## src/rtl/miter_pkg.sv

```systemverilog
// Shared constants and the generator step function for the miter harness.
// Assumes generator widths of at most 32 bits.
package miter_pkg;
    localparam int NODE_CNT = 8;   // injectable nodes in the example circuit
    localparam int PO_W     = 4;   // primary outputs of the example circuit

    // One Galois right-shift step of the vector generator.
    function automatic logic [31:0] lfsr_step(input logic [31:0] cur, input logic [31:0] taps);
        logic [31:0] nxt;
        nxt = cur >> 1;
        if (cur[0]) nxt = nxt ^ taps;
        return nxt;
    endfunction
endpackage

```

## src/rtl/vec_lfsr.sv

```systemverilog
// Pseudo-random vector source: Galois LFSR, loaded with SEED on reset or clear.
// Assumes TAPS describes a primitive polynomial and SEED is nonzero.
module vec_lfsr #(
    parameter int             W    = 8,
    parameter logic [W-1:0]   TAPS = 8'hB8,
    parameter logic [W-1:0]   SEED = 8'h5A
) (
    input  logic         clk,
    input  logic         rst_n,
    input  logic         clr,
    output logic [W-1:0] vec
);
    localparam logic [31:0] TAPS32 = 32'(TAPS);

    logic [31:0] step_full;

    // Next-state value from the shared step function.
    always_comb step_full = miter_pkg::lfsr_step(32'(vec), TAPS32);

    // State register: seed on reset or clear, otherwise advance.
    always_ff @(posedge clk) begin
        if (!rst_n || clr) vec <= SEED;
        else               vec <= step_full[W-1:0];
    end
endmodule

```

## src/rtl/probe_circuit.sv

```systemverilog
// Small synchronous example circuit with an XOR on each internal node.
// Node 5 (input parity) feeds only a parity register; node 6 drives output 2.
// Assumes W >= 8; the flip bits are all zero for the golden copy.
module probe_circuit #(
    parameter int W = 8
) (
    input  logic                            clk,
    input  logic                            rst_n,
    input  logic                            clr,
    input  logic [W-1:0]                    vin,
    input  logic [miter_pkg::NODE_CNT-1:0]  flip,
    output logic [miter_pkg::PO_W-1:0]      po
);
    logic [2:0] st_q;
    logic       par_q;
    logic g0, g1, g2, g3, g4, g5, g6, g7;

    // Node evaluation, each node XORed with its own flip control.
    always_comb begin
        g0 = (vin[0] & vin[1]) ^ flip[0];
        g1 = (vin[2] | st_q[0]) ^ flip[1];
        g2 = (g0 ^ st_q[1]) ^ flip[2];
        g3 = (g1 & vin[3]) ^ flip[3];
        g4 = (g2 | vin[4]) ^ flip[4];
        g5 = (^vin) ^ flip[5];
        g6 = (vin[5] ^ vin[6]) ^ flip[6];
        g7 = (g3 ^ g4 ^ vin[7]) ^ flip[7];
    end

    // Primary outputs: parity register, a direct node, and mixed logic.
    always_comb po = {par_q, g6, g7, g2 & st_q[2]};

    // State and parity registers, cleared on reset or run restart.
    always_ff @(posedge clk) begin
        if (!rst_n || clr) begin
            st_q  <= '0;
            par_q <= 1'b0;
        end else begin
            st_q  <= {g7, g4, g3};
            par_q <= par_q ^ g5;
        end
    end
endmodule

```

## src/rtl/miter_harness.sv

```systemverilog
// Top: generator driving a golden and a fault-injected copy, with a registered
// output comparator. Assumes F <= NODE_CNT; nodes at index F and above are never flipped.
module miter_harness #(
    parameter int           W    = 8,
    parameter int           F    = 8,
    parameter logic [W-1:0] TAPS = 8'hB8,
    parameter logic [W-1:0] SEED = 8'h5A
) (
    input  logic         clk,
    input  logic         rst_n,
    input  logic         run_restart,
    input  logic [F-1:0] inject,
    output logic [W-1:0] vector,
    output logic         mismatch
);
    import miter_pkg::*;

    logic [NODE_CNT-1:0] flip_gold;
    logic [NODE_CNT-1:0] flip_fault;
    logic [PO_W-1:0]     po_gold;
    logic [PO_W-1:0]     po_fault;
    logic                mismatch_q;

    assign flip_gold = '0;

    // Map inject bits onto the injectable nodes; the rest are tied off.
    for (genvar k = 0; k < NODE_CNT; k++) begin : g_flip
        if (k < F) begin : g_on
            assign flip_fault[k] = inject[k];
        end else begin : g_off
            assign flip_fault[k] = 1'b0;
        end
    end

    vec_lfsr #(.W(W), .TAPS(TAPS), .SEED(SEED)) gen_i (
        .clk(clk), .rst_n(rst_n), .clr(run_restart), .vec(vector)
    );

    probe_circuit #(.W(W)) gold_i (
        .clk(clk), .rst_n(rst_n), .clr(run_restart),
        .vin(vector), .flip(flip_gold), .po(po_gold)
    );

    probe_circuit #(.W(W)) fault_i (
        .clk(clk), .rst_n(rst_n), .clr(run_restart),
        .vin(vector), .flip(flip_fault), .po(po_fault)
    );

    // Comparator register: one-cycle pipeline offset, cleared with the run.
    always_ff @(posedge clk) begin
        if (!rst_n || run_restart) mismatch_q <= 1'b0;
        else                       mismatch_q <= |(po_gold ^ po_fault);
    end

    assign mismatch = mismatch_q;
endmodule

```

## config.mk

```make
export PLATFORM = sky130hd
export DESIGN_NAME = miter_harness
export DESIGN_NICKNAME = d
export VERILOG_FILES = /design/src/rtl/miter_pkg.sv /design/src/rtl/vec_lfsr.sv /design/src/rtl/probe_circuit.sv /design/src/rtl/miter_harness.sv
export SDC_FILE = /design/constraint.sdc
export NUM_CORES = 1
export LEC_CHECK = 0
export ABC_AREA = 1
export BUFFER_PORTS_ARGS = -buffer_cell sky130_fd_sc_hd__buf_2
export CAP_MARGIN = 20
export CORE_UTILIZATION = 56
export DETAILED_ROUTE_END_ITERATION = 12
export PLACE_DENSITY = 0.79
export SYNTH_ARGS = -nofsm -noshare
export SYNTH_HDL_FRONTEND = slang
export SYNTH_HIERARCHICAL = 1
export SYNTH_SLANG_ARGS = --single-unit
```

## constraint.sdc

```tcl
create_clock -name clk -period 2.45 [get_ports clk]
set_clock_uncertainty 0.1 [all_clocks]
set_input_delay 0.245 -clock clk [delete_from_list [all_inputs] [get_ports clk]]
set_output_delay 0.245 -clock clk [all_outputs]
set_load 0.02 [all_outputs]
```

==> impl_metrics.tcl <==
set metrics [dict create \
    outcome "complete, no violations" \
    grtUsageMet1 0.245 \
    die_w_um 50.7 \
    die-height_um 50.7 \
    avgSynthCellArea_um2 6.30 \
    critPathMaxStageDelay_ps 460 \
    clk_pin_slew_ps 100 \
    numPortBuffers 19 \
    synth_top_area_frac 0.256 \
    cts_tree "done" \
    cp_slowest_cell "dfxtp_1" \
    peakVddDrop_v 0.000404 \
    reg2reg_from "gen_i/vec[0]" \
    path_cells "ha_1 > inv_1 > nand2_1 > nand2_1 > nand2_2 > nand3_1 > nand2_1 > nand2_1 > nand2_1 > nand2_2 > inv_1 > inv_1 > nand2_1 > nand2_1 > nor2_1 > a21oi_1" \
    whs_endpoint "fault_i/st_q[1]" \
    fillerInstances 222 \
    setup.worst_path.class "reg -> reg" \
    yosys_warnings 6 \
    cpLargestDelayFamily "simple AND/OR/NAND/NOR gates" \
    grt_overflow_total 0 \
    synthCells 211 \
    cts-root-buf "clkbuf_4" \
    finalCritPeriodShare 0.783 \
    reg2reg_depth 16 \
    worstHoldPathCells 4 \
    fin_cells 267 \
    nets 253 \
    track_usage 0.206 \
    worst_ep_required_time_ps 2540 \
    worst_slack_ps 531 \
    synth_top_area_cell "dfxtp_1" \
    num_rows 17 \
    grtUsageMet2 0.367 \
    synthFlopType "dfxtp_1" \
    h-tree-depth 1 \
    arrival_ps 2010 \
    post-cts-setup-buffer-count 0 \
    synth.cell_area_um2 1330 \
    io-pin-count 20 \
    slew_violations 0 \
    hold_class "in -> reg" \
    tns_ps 0 \
    vias 1140 \
    wl_per_cell_um 8.49 \
    crit_fanout 7 \
    grt_pass1_vias 1007 \
    vias_per_cell 4.27 \
    rr_endpoint "mismatch" \
    start_kind "flop" \
    ys_seq_area_frac 0.256 \
    placed_cells 263 \
    antenna_found_initial 0 \
    antenna_left 0 \
    ys_top_cells_by_area "dfxtp_1, nand2_1, inv_1" \
    clkLatencyLatePin_ps 290 \
    synth_edf_count 0 \
    leakagePower_uw 0.000834 \
    synth_common_cells "nand2_1, inv_1, nor2_1" \
    core_area_um2 2230 \
    drc 0 \
    num_antenna_cells 0 \
    wirelength_um 2270 \
    hold_violations 0 \
    clock_tree.buffer_depth 2 \
    synth_seq_cells 17 \
    gr-usage-met3 0.0455 \
    place_ws_ps 565 \
    drv_cap 0 \
    dp_hpwl_um 1860 \
    path_common_cell "nand2_1" \
    cp-end-kind "flop" \
    reg2reg_slack_ps 530 \
    clock_sink_count 17 \
    die_area_um2 2570 \
    initial_utilization 0.596 \
    multi_input_area_um2 810 \
    first_pass_iters 4 \
    place.gp.congestion 0.778 \
    p_per_area_nw_per_um2 485 \
    min_from "inject[4]" \
    grt_pass1_wl_um 3950 \
    drt_iter0_markers 16 \
    fmax_mhz 521 \
    period_minus_slack_ps 1920 \
    synth-async-reset-ratio 0 \
    grt_max_degree 10 \
    synth.distinct_cells 20 \
    areaGrowthSynthToFinish_pct 10.3 \
    postCtsHoldBufs 0 \
    whs_ps 152 \
    ff_latch_area_um2 340 \
    layout-drive-gt1-share 0.172 \
    synth_most_common_cell "nand2_1" \
    path_buf_inv 3 \
    cts_buffers 3 \
    rsz0062_at_grt "false" \
    setup_viol_count_final 0 \
    top_usage_layer "met2" \
    cts_resized 0 \
]
[worst reg2reg max path, stage by stage (launching register included)]
cell	delay (ps)
dfxtp_1	460
ha_1	250
inv_1	60
nand2_1	60
nand2_1	60
nand2_2	100
nand3_1	100
nand2_1	70
nand2_1	60
nand2_1	80
nand2_2	70
inv_1	70
inv_1	40
nand2_1	40
nand2_1	50
nor2_1	80
a21oi_1	70
[per-stage QoR]
stage               utilization  area (um^2)  total power [uW]
floorplan                     -         1390               541
global placement          0.645         1440               561
detailed placement        0.645         1440               566
CTS                       0.657         1470               722
global route              0.657         1470               767
finish                    0.657         1470               712
[registers in the layout, summed over array words and instances, names as in the netlist]
name and count:
fault_i/par_q 1, fault_i/st_q 3, gen_i/vec 8, gold_i/par_q 1, gold_i/st_q 3, mismatch 1
[metal layers]
layer	part of all wire	wire length, um
met5	0	0
met4	0.0066	15
met3	0.030	68
met2	0.47	1060
met1	0.49	1120
[report_power, final]
| part | internal, uW | total, uW | switching [uW] |
|---|---|---|---|
| Sequential | 296 | 319 | 22.9 |
| Clock | 63.2 | 153 | 89.5 |
| Combinational | 101 | 241 | 140 |
| Total | 460 | 712 | 252 |
[cell usage in the layout (no fill, tap or decap)]
cell | netlist | layout
a21boi_1 | 2 | 2
a21oi_1 | 1 | 1
buf_2 | 0 | 19
clkbuf_1 | 0 | 1
clkbuf_4 | 0 | 3
conb_1 | 1 | 16
dfxtp_1 | 17 | 17
ha_1 | 2 | 2
inv_1 | 39 | 39
inv_2 | 4 | 4
nand2_1 | 60 | 60
nand2_2 | 9 | 9
nand3_1 | 8 | 8
nand3b_1 | 2 | 2
nand4_1 | 6 | 6
nor2_1 | 20 | 20
nor2_2 | 4 | 4
o21ai_1 | 2 | 2
or2_1 | 2 | 2
xnor2_1 | 16 | 16
xnor2_2 | 2 | 2
xor2_1 | 4 | 4
[area by class of cell]
class,instances,area share
Clock buffer,4,0.0179
Timing Repair Buffer,19,0.0648
Inverter,43,0.110
Multi-Input combinational cell,156,0.552
Tap cell,28,0.0239
Sequential cell,17,0.232
[how the worst max path moves through the flow]
stage	from	endpoint	slack [ps]	depth (start not counted)
after global routing	gen_i/vec[0]	mismatch	290	16
after CTS	gen_i/vec[0]	mismatch	540	16
after detailed placement	gen_i/vec[0]	mismatch	560	16
after floorplan	gen_i/vec[0]	mismatch	530	15
after global placement	gen_i/vec[0]	mismatch	610	16
final	gen_i/vec[0]	mismatch	530	16
[cell families (layout without fill, tap and decap cells)]
family,after synthesis,after routing,synth area share
AOI/OAI and AO/OA,5,5,0.0226
DFF,17,17,0.256
other,1,16,0.00282
buffers and inverters,53,66,0.178
and+or+nand+nor,111,111,0.366
adders and majority gates,2,2,0.0188
xor gates and xnor gates,22,22,0.156
(Power assumes the default switching activity.)
